File: src/rtl/burst_colgen_pkg.sv
package burst_colgen_pkg;
  localparam int BLEN_W = 3;
  // burst length codes; bit 2 set means full page
  localparam logic [BLEN_W-1:0] BLEN_1    = 3'd0;
  localparam logic [BLEN_W-1:0] BLEN_2    = 3'd1;
  localparam logic [BLEN_W-1:0] BLEN_4    = 3'd2;
  localparam logic [BLEN_W-1:0] BLEN_8    = 3'd3;
  localparam logic [BLEN_W-1:0] BLEN_PAGE = 3'd7;
endpackage

File: src/rtl/burst_colgen_cfg.sv
module burst_colgen_cfg
  import burst_colgen_pkg::*;
#(
  parameter int COL_W = 8
) (
  input  logic [BLEN_W-1:0] code_i,
  output logic [COL_W-1:0]  mask_o,
  output logic              full_o
);
  localparam int LG_W = BLEN_W - 1;

  logic [LG_W-1:0] lg;

  always_comb begin
    full_o = code_i[BLEN_W-1];
    lg     = code_i[LG_W-1:0];
  end

  // mask of the wrapping low bits: lg ones, or all ones for full page
  for (genvar i = 0; i < COL_W; i++) begin : g_mask
    assign mask_o[i] = full_o || (i < int'(lg));
  end
endmodule

File: src/rtl/burst_colgen_addr.sv
module burst_colgen_addr #(
  parameter int COL_W = 8
) (
  input  logic [COL_W-1:0] base_i,
  input  logic [COL_W-1:0] beat_i,
  input  logic [COL_W-1:0] mask_i,
  input  logic             ilv_i,
  input  logic             full_i,
  output logic [COL_W-1:0] col_o
);
  logic [COL_W-1:0] low;

  always_comb begin
    if (ilv_i && !full_i) low = base_i ^ beat_i;
    else                  low = base_i + beat_i;
    col_o = (base_i & ~mask_i) | (low & mask_i);
  end
endmodule

File: src/rtl/burst_colgen.sv
module burst_colgen
  import burst_colgen_pkg::*;
#(
  parameter int COL_W = 8
) (
  input  logic              clk,
  input  logic              rst,
  input  logic              start_i,
  input  logic [COL_W-1:0]  start_col_i,
  input  logic [BLEN_W-1:0] blen_i,
  input  logic              interleave_i,
  input  logic              stop_i,
  output logic [COL_W-1:0]  col_o,
  output logic              valid_o,
  output logic              last_o
);
  logic [COL_W-1:0] mask_d, mask_q;
  logic             full_d, full_q;
  logic [COL_W-1:0] base_q, beat_q, beat_nxt, col_nxt;
  logic             ilv_q;

  burst_colgen_cfg #(.COL_W(COL_W)) u_cfg (
    .code_i (blen_i),
    .mask_o (mask_d),
    .full_o (full_d)
  );

  assign beat_nxt = beat_q + 1'b1;

  burst_colgen_addr #(.COL_W(COL_W)) u_addr (
    .base_i (base_q),
    .beat_i (beat_nxt),
    .mask_i (mask_q),
    .ilv_i  (ilv_q),
    .full_i (full_q),
    .col_o  (col_nxt)
  );

  always_ff @(posedge clk) begin
    if (rst) begin
      valid_o <= 1'b0;
      last_o  <= 1'b0;
      col_o   <= '0;
      base_q  <= '0;
      beat_q  <= '0;
      mask_q  <= '0;
      full_q  <= 1'b0;
      ilv_q   <= 1'b0;
    end else if (start_i) begin
      base_q  <= start_col_i;
      mask_q  <= mask_d;
      full_q  <= full_d;
      ilv_q   <= interleave_i;
      beat_q  <= '0;
      col_o   <= start_col_i;
      valid_o <= 1'b1;
      last_o  <= !full_d && (mask_d == '0);
    end else if (valid_o && (stop_i || last_o)) begin
      valid_o <= 1'b0;
      last_o  <= 1'b0;
    end else if (valid_o) begin
      beat_q  <= beat_nxt;
      col_o   <= col_nxt;
      last_o  <= !full_q && (beat_nxt == mask_q);
    end
  end

  AST_LAST_NEEDS_VALID: assert property (@(posedge clk) disable iff (rst)
    last_o |-> valid_o);

  AST_FULL_NO_LAST: assert property (@(posedge clk) disable iff (rst)
    (valid_o && full_q) |-> !last_o);

  AST_END_AFTER_LAST: assert property (@(posedge clk) disable iff (rst)
    (last_o && !start_i) |=> !valid_o);

  AST_STOP_ENDS: assert property (@(posedge clk) disable iff (rst)
    (valid_o && stop_i && !start_i) |=> !valid_o);

  AST_START_COL: assert property (@(posedge clk) disable iff (rst)
    start_i |=> (valid_o && col_o == $past(start_col_i)));

  AST_UPPER_HELD: assert property (@(posedge clk) disable iff (rst)
    (valid_o && !last_o && !stop_i && !start_i)
      |=> ((col_o & ~mask_q) == ($past(col_o) & ~mask_q)));
endmodule

File: config.mk
export PLATFORM = sky130hd
export DESIGN_NAME = burst_colgen
export DESIGN_NICKNAME = d
export VERILOG_FILES = /design/src/rtl/burst_colgen_pkg.sv /design/src/rtl/burst_colgen_cfg.sv /design/src/rtl/burst_colgen_addr.sv /design/src/rtl/burst_colgen.sv
export SDC_FILE = /design/constraint.sdc
export NUM_CORES = 1
export LEC_CHECK = 0
export BUFFER_PORTS_ARGS = -buffer_cell sky130_fd_sc_hd__buf_4
export CAP_MARGIN = 10
export CORE_AREA = 3 3 68 70
export DETAILED_ROUTE_END_ITERATION = 16
export DIE_AREA = 0 0 71 73
export PLACE_DENSITY_LB_ADDON = 0.2
export SETUP_SLACK_MARGIN = 0.02
export SLEW_MARGIN = 20
export SYNTH_ARGS = -nofsm -noshare
export SYNTH_HDL_FRONTEND = slang
export SYNTH_SLANG_ARGS = --single-unit
File: constraint.sdc
create_clock -name clk -period 4.8 [get_ports clk]
set_input_delay 0 -clock clk [delete_from_list [all_inputs] [get_ports clk]]
set_output_delay 0 -clock clk [all_outputs]
set_load 0.02 [all_outputs]
==> Implementation_results.wiki, run 1 <==
{| class="wikitable"
! Metric !! Value
|-
| Wire length of the first global-routing pass || 6870 microns
|-
| Vias in the first global route || 1,481
|-
| Flop2flop setup slack || 2.03 ns
|-
| Crit. Startpoint || beat_q[0]$_SDFFE_PP0P_
|-
| Maximum number of pins on one net before global-route repair || 31
|-
| Synth Register Bits || 31
|-
| Outcome || finished clean
|-
| Async set or reset register ratio after synthesis || 0%
|-
| Layout Skew || 0.00920 ns
|-
| Post-synth EDFFs || 0
|-
| Root cell of the clock tree || clkbuf_8
|-
| Setup total negative slack || 0 ns
|-
| Endpoint kind of the worst setup timing path || register
|-
| Number of filler instances in the final layout || 395
|-
| Unrepaired setup endpoints after global routing || false
|-
| Instance count of the mapped netlist || 220
|-
| Die area || 5180 sq um
|-
| Maximum frequency from static timing analysis || 361 MHz
|-
| Final Power || 565 uW
|-
| Net count reported at finish || 277
|-
| Num rows || 23
|-
| Mean number of vias per cell || 5.39
|-
| HP Start || blen_i[1]
|-
| Sequential cell area || 621 sq um
|-
| Slew margin rel. || 60.1%
|-
| HPWL after DPL || 2780 microns
|-
| Y dimension of the die || 73 microns
|-
| Final critical-path required period || 2.77 ns
|-
| Syn Nets || 247
|-
| IO Pins || 26
|-
| Max-capacitance violation count || 0
|-
| Cell depth of the worst min-delay path || 3
|-
| Logic depth of the worst register-to-register path || 10
|-
| Min setup slack post-route || 2.03 ns
|-
| Commonest register cell after synthesis || dfxtp_1
|-
| Avg WL per Cell || 13.4 microns
|-
| Syn Area/Cell || 8.25 sq um
|-
| First-iteration detailed-routing DRC count || 72
|-
| Count of different cell masters after synthesis || 44
|-
| Kind of critical path || register to register
|-
| Final wirelength || 4040 microns
|-
| CP cell instances || ha_1, nand3_1, nor2_1, xor2_1, ha_1, a21oi_1, o21ai_0, a22o_1, a21oi_2, mux2_1
|-
| Global routing usage summed across all routing layers || 16.8%
|-
| Launching point of the worst reg2reg path || beat_q[0]$_SDFFE_PP0P_
|-
| Setup-violating endpoint count in the final report || 0
|-
| Worst slack, placed || 2.09 ns
|-
| Postcts setup bufs || 0
|-
| Maximum level of the CTS H-tree || 2
|-
| Non-Filler Instances || 301
|-
| Max rail drop VDD || 156 uV
|-
| Dominant delay contributor by cell family on the critical path || compound AO/OA/AOI/OAI gates
|-
| Final hold slack || 0.0471 ns
|-
| Class of the tightest hold or removal check || primary input to register
|-
| Data required, critical path || 4.98 ns
|-
| Final weighted congestion of routability-driven global placement || 0.856
|-
| Fin. max-slew vios || 0
|-
| Clock latency on the worst-skew pair || 0.29 ns
|-
| Ranking of synthesized cells by area || dfxtp_1, ha_1, a21oi_1, mux2i_1, nor2_1
|-
| Maximum fanout along the worst path || 6
|-
| Kind of start point of the critical path || register
|-
| Initial antenna violation count || 0
|-
| Count of clock tree sinks || 31
|-
| Area share of the leading cell type in the synthesized netlist || 34.2%
|-
| Core outline area || 4030 sq um
|-
| Most prevalent standard cell on the critical path || ha_1
|-
| Area taken by multi-input logic gates || 1120 sq um
|-
| Total power divided by cell area || 256 nW/um^2
|-
| Largest stage delay, worst path || 0.44 ns
|-
| Critical Path AT || 2.95 ns
|-
| Slew @ Worst Pin || 0.598 ns
|-
| Post-synthesis instance area || 1820 sq um
|-
| Total global routing overflow || 0
|-
| CTS buffer count || 5
|-
| TritonCTS clock tree || done
|-
| Count of inserted antenna diode cells || 0
|-
| DRT Pass-1 Iters || 4
|-
| ANT nets after route || 0
|-
| Cts repair resizes || 0
|-
| Sequential element share of the synthesized area || 34.2%
|-
| Buffers and inverters on the worst path || 0
|-
| Final clock period utilization by the worst path || 57.8%
|-
| Area Overhead vs Synth || 21.5%
|-
| YS warnings || 0
|-
| Post-CTS clock slew at the launch and capture registers of the worst setup and hold paths || 0.07 ns
|-
| Final count of hold timing violations || 0
|-
| Fraction of layout instances using a drive strength above 1 || 15.9%
|-
| Initial Utilization || 45.1%
|-
| Post-detailed-route DRC marker count || 0
|-
| CTS Buffer Depth || 2
|-
| Master of the slowest instance on the critical path || dfxtp_1
|-
| Leakage power of the design || 0.000930 uW
|-
| Placed Instances || 283
|-
| Total vias in the final route || 1,623
|-
| Endpoint of the worst hold-timing path || mask_q[1]$_SDFFE_PP0P_
|-
| Endpoint of the lowest-slack register-to-register path || col_o[7]$_SDFFE_PP0P_
|-
| Number of I/O port buffers || 25
|-
| Library cell with the largest summed area after synthesis || dfxtp_1
|-
| Die boundary width || 71 microns
|-
| Hold buffer count at CTS || 10
|}
-- cell families after synthesis --
kind of cell | after synthesis | share of synthesized area (%)
simple gates | 73 | 19.3
compound gates | 56 | 19.3
flops | 31 | 34.2
buf+inv | 20 | 4.27
xor+xnor | 17 | 8.20
mux | 12 | 6.75
fa+ha+maj | 11 | 7.99
-- synthesized netlist by cell type, drive strengths merged, types with 3 or more instances --
library cell / instances
nand3: 4
nand2: 22
xnor2: 7
nand4: 3
a211oi: 7
ha: 10
buf: 3
o22ai: 3
nor3: 3
mux2i: 10
clkbuf: 10
o21ai: 9
nor2: 26
a21oi: 23
dfxtp: 31
inv: 7
or3: 5
xor2: 10
-- sequential cells by signal, indices dropped and copies added (netlist names) --
register	flops
beat_q	8
mask_q	4
col_o	8
last_o	1
ilv_q	1
valid_o	1
base_q	8
-- final cells by class --
| cell class | instances | area share [%] |
|---|---|---|
| clock buffer | 5 | 3.12 |
| inverter | 7 | 1.19 |
| clock inverter | 3 | 0.681 |
| sequential | 31 | 28.1 |
| tap | 50 | 2.84 |
| timing repair buffer | 36 | 13.4 |
| multi-input combinational | 169 | 50.7 |
-- placed cells by master, fill, tap and decap left out, types with 2 or more instances in the layout --
cell / Yosys / routed
nand2_1: 22 / 22
xnor2_1: 7 / 7
nor3_1: 3 / 3
nand3_1: 4 / 4
a21o_1: 2 / 2
a211oi_1: 7 / 7
inv_1: 7 / 7
mux2i_1: 10 / 10
clkbuf_8: 0 / 5
clkinv_2: 0 / 3
o21ai_0: 9 / 9
or3_1: 4 / 4
a221oi_1: 2 / 2
buf_4: 0 / 26
dlygate4sd3_1: 0 / 10
nand4_1: 2 / 2
nand3b_1: 2 / 2
a2111oi_0: 2 / 2
o22ai_1: 3 / 3
ha_1: 10 / 10
dfxtp_1: 31 / 31
a21oi_1: 22 / 22
xor2_1: 10 / 10
o211ai_1: 2 / 2
nor2_1: 26 / 26
-- worst reg2reg max path: cells and delay by family (launching register included) --
kind	cells	cell delay, ns
and+or+nand+nor	2	0.36
AOI/OAI and AO/OA	4	0.71
DFF	1	0.44
xor gates and xnor gates	1	0.25
adders and majority gates	2	0.56
muxes	1	0.32
-- worst max path at each step --
stage	endpoint	cells past startpoint
floorplan	col_o[7]$_SDFFE_PP0P_	10
global placement	col_o[7]$_SDFFE_PP0P_	10
detailed placement	col_o[7]$_SDFFE_PP0P_	10
CTS	col_o[7]$_SDFFE_PP0P_	10
global route	col_o[7]$_SDFFE_PP0P_	10
finish	col_o[7]$_SDFFE_PP0P_	10
-- per-stage QoR --
stage	utilization (%)	area (sq um)
after detailed placement	50.2	2020
final	54.8	2210
after floorplan	-	1820
after CTS	54.8	2210
after global routing	54.8	2210
after global placement	50.2	2020
-- report_power, final --
| group | switching (uW) | internal [uW] | leakage (uW) |
|---|---|---|---|
| clock | 98.8 | 99.0 | 0.0000477 |
| sequential | 11.6 | 270 | 0.000255 |
| combinational | 43.8 | 41.8 | 0.000627 |
| total | 154 | 411 | 0.000930 |
-- routing by layer --
metal | global-route usage, % | vias to the layer above | wire length, microns
met5 | 0 | - | 0
li1 | - | 837 | -
met1 | 21.5 | 748 | 1980
met4 | 7.52 | 0 | 70
met2 | 26.5 | 32 | 1790
met3 | 4.68 | 6 | 195
Power figures use the tool's default switching activity.
==> inputs of run 2 (changes only) <==
ABC_AREA = 1   (was unset)
clock period = 2.7 ns   (was 4.8 ns; I/O delays follow)
==> Implementation_results.wiki, run 2 <==
{| class="wikitable"
! Metric !! Value
|-
| Final count of hold timing violations || 0 (unchanged)
|-
| Endpoint kind of the worst setup timing path || register
|-
| Setup total negative slack || 0 ns (unchanged)
|-
| Instance count of the mapped netlist || 273 (+24%)
|-
| Syn Nets || 300 (+21%)
|-
| Fraction of layout instances using a drive strength above 1 || 13.3% (-2.7 points)
|-
| Synth cell count leaders || nand2_1, inv_1, dfxtp_1, a21oi_1
|-
| YS warnings || 0 (unchanged)
|-
| Count of different cell masters after synthesis || 26 (-41%)
|-
| Post-synthesis instance area || 1840 sq um (+1.2%)
|-
| Final clock period utilization by the worst path || 86.3% (+29 points)
|-
| Area share of the leading cell type in the synthesized netlist || 33.8% (-0.40 points)
|-
| Most common cell in the synthesized netlist || nand2_1
|-
| HPWL after DPL || 3220 microns (+16%)
|-
| Mean number of vias per cell || 4.89 (-9.4%)
|-
| Hold buffer count at CTS || 8 (-2)
|-
| Post-synth EDFFs || 0 (unchanged)
|-
| Unrepaired setup endpoints after global routing || false
|-
| Layout Skew || 0.00726 ns (-0.00194 ns)
|-
| Avg WL per Cell || 11.9 microns (-11%)
|-
| Initial antenna violation count || 0 (unchanged)
|-
| CTS Buffer Depth || 2 (unchanged)
|-
| Count of inserted antenna diode cells || 0 (unchanged)
|-
| Share of the core filled with cells in the final layout || 55.6% (+0.81 points)
|-
| Wire length of the first global-routing pass || 7390 microns (+7.6%)
|-
| Number of I/O port buffers || 25 (unchanged)
|-
| Num rows || 23 (unchanged)
|-
| Global routing usage summed across all routing layers || 18.1% (+1.3 points)
|-
| Y dimension of the die || 73 microns (unchanged)
|-
| Fin. max-slew vios || 0 (unchanged)
|-
| Switching pwr || 306 uW (+99%)
|-
| Leading cell types in the layout, fill and taps excluded || nand2_1, inv_1, dfxtp_1
|-
| IO Pins || 26 (unchanged)
|-
| DRT Pass-1 Iters || 4 (unchanged)
|-
| Commonest non-fill, non-tap cell in the layout || nand2_1
|-
| Setup-violating endpoint count in the final report || 0 (unchanged)
|-
| Switching part of the total power || 26.3% (-0.97 points)
|-
| Postcts setup bufs || 0 (unchanged)
|-
| Maximum level of the CTS H-tree || 2 (unchanged)
|-
| Total global routing overflow || 0 (unchanged)
|-
| Commonest register cell after synthesis || dfxtp_1
|-
| Area Overhead vs Synth || 21.9%
|-
| TritonCTS clock tree || done
|-
| CTS buffer count || 5 (unchanged)
|-
| Class of the tightest hold or removal check || primary input to register
|-
| Data required, critical path || 2.89 ns (-2.09 ns)
|-
| Post-CTS clock slew at the launch and capture registers of the worst setup and hold paths || 0.07 ns (about the same)
|-
| Final Power || 1160 uW (+110%)
|-
| Syn Area/Cell || 6.73 sq um (-18%)
|-
| Async set or reset register ratio after synthesis || 0% (unchanged)
|-
| Clock latency on the worst-skew pair || 0.29 ns (about the same)
|-
| Post-detailed-route DRC marker count || 0 (unchanged)
|-
| Kind of start point of the critical path || register
|-
| ANT nets after route || 0 (unchanged)
|-
| Leakage power of the design || 0.00113 uW (+21%)
|-
| Slew margin rel. || 75.9% (+16 points)
|-
| Max-capacitance violation count || 0 (unchanged)
|-
| Final weighted congestion of routability-driven global placement || 0.935 (+9.2%)
|-
| Cell internal pwr || 857 uW (+110%)
|-
| Library cell with the largest summed area after synthesis || dfxtp_1
|-
| Max rail drop VDD || 304 uV (+95%)
|-
| Die area || 5180 sq um (unchanged)
|-
| Registers with the highest flip-flop counts || base_q (8), beat_q (8), col_o (8)
|-
| Die boundary width || 71 microns (unchanged)
|-
| Part of the total power dissipated in the clock network || 41.6% (+6.6 points)
|-
| Final critical-path required period || 2.33 ns (-0.442 ns)
|-
| Outcome || finished clean
|-
| First-iteration detailed-routing DRC count || 102 (+42%)
|-
| Vias in the first global route || 1,586 (+7.1%)
|-
| Sequential element share of the synthesized area || 33.8% (-0.40 points)
|-
| Slew @ Worst Pin || 0.362 ns (-0.237 ns)
|-
| Maximum number of pins on one net before global-route repair || 23 (-26%)
|-
| Total power divided by cell area || 520 nW/um^2 (+100%)
|-
| Maximum frequency from static timing analysis || 429 MHz (+19%)
|-
| Critical Path AT || 2.52 ns (-0.43 ns)
|-
| Total vias in the final route || 1,754 (+8.1%)
|-
| Root cell of the clock tree || clkbuf_8
|-
| Count of clock tree sinks || 31 (unchanged)
|-
| Initial Utilization || 45.6% (+0.53 points)
|-
| Kind of critical path || register to register
|-
| Sequential Power Share || 43.1% (-6.7 points)
|-
| Synth Register Bits || 31 (unchanged)
|-
| Maximum fanout along the worst path || 5 (-1)
|-
| Cts repair resizes || 0 (unchanged)
|-
| Core outline area || 4030 sq um (unchanged)
|-
| Ranking of synthesized cells by area || dfxtp_1, nand2_1, inv_1, a21oi_1, ha_1
|-
| Part of the power in combinational logic || 15.3% (about the same)
|-
| Net count reported at finish || 335 (+21%)
|-
| Final wirelength || 4280 microns (+5.9%)
|}
-- run 2: final cells by class --
cell class | count | area [sq um]
fill | 439 | 1790
sequential | 31 | 621
multi-input combinational | 191 | 993
tap | 50 | 62.6
clock buffer | 6 | 82.6
clock inverter | 2 | 35.0
inverter | 45 | 169
timing repair buffer | 34 | 275
-- run 2: worst paths after layout --
check                               from                     end  slack (ns)  depth (start not counted)
setup / recovery  beat_q[0]$_SDFFE_PP0P_   col_o[7]$_SDFFE_PP0P_        0.37                         17
hold / removal            start_col_i[1]  base_q[1]$_SDFFE_PP0P_        0.02                          3
setup reg to reg  beat_q[0]$_SDFFE_PP0P_   col_o[7]$_SDFFE_PP0P_        0.37                         17
hold reg to reg   base_q[3]$_SDFFE_PP0P_  base_q[3]$_SDFFE_PP0P_        0.49                          2
-- run 2: per-stage QoR --
step                      hold slack, ns  std cells  instance area, sq um  setup WS (ns)
final                             0.0184        359                  2240          0.370
after global routing              0.0227        359                  2240         0.0506
after CTS                        0.00258        359                  2240          0.376
after detailed placement           0.229        343                  2040          0.398
after global placement             0.220        343                  2040          0.480
after floorplan                    0.135        273                  1840          0.607
-- run 2: power groups by stage --
stage          logic [uW]  clock network [uW]  registers, uW
2_1_floorplan         101                   0            521
3_3_place_gp          168                   0            512
3_5_place_dp          169                   0            512
4_1_cts               179                 498            502
5_1_grt               202                 510            505
6_report              178                 484            502
-- run 2: metal layers --
layer	vias to the layer above	share of wire, %	GRT usage (%)
li1	952	-	-
met1	761	49	24.1
met2	37	45	28.5
met3	4	5.0	4.55
met4	0	0.65	6.68
met5	-	0	0
-- run 2: worst max-delay path, cell delays in order, from the launching register on --
cell and delay (ns):
dfxtp_1 0.41, ha_1 0.19, nand2_1 0.07, inv_1 0.08, nand3_1 0.09, o21ai_0 0.24
inv_1 0.11, ha_1 0.31, nand2_1 0.10, inv_1 0.05, a21oi_1 0.13, nand2_1 0.06
nand2_1 0.07, nand3_1 0.08, nand2_1 0.06, nand3_1 0.07, nand2_1 0.07, inv_1 0.04
-- run 2: cell families after synthesis --
logic type | after synthesis | share of synthesized area (%)
compound gates | 64 | 18.5
xor+xnor | 4 | 1.91
fa+ha+maj | 11 | 7.90
buf+inv | 51 | 12.1
flops | 31 | 33.8
simple gates | 112 | 25.8
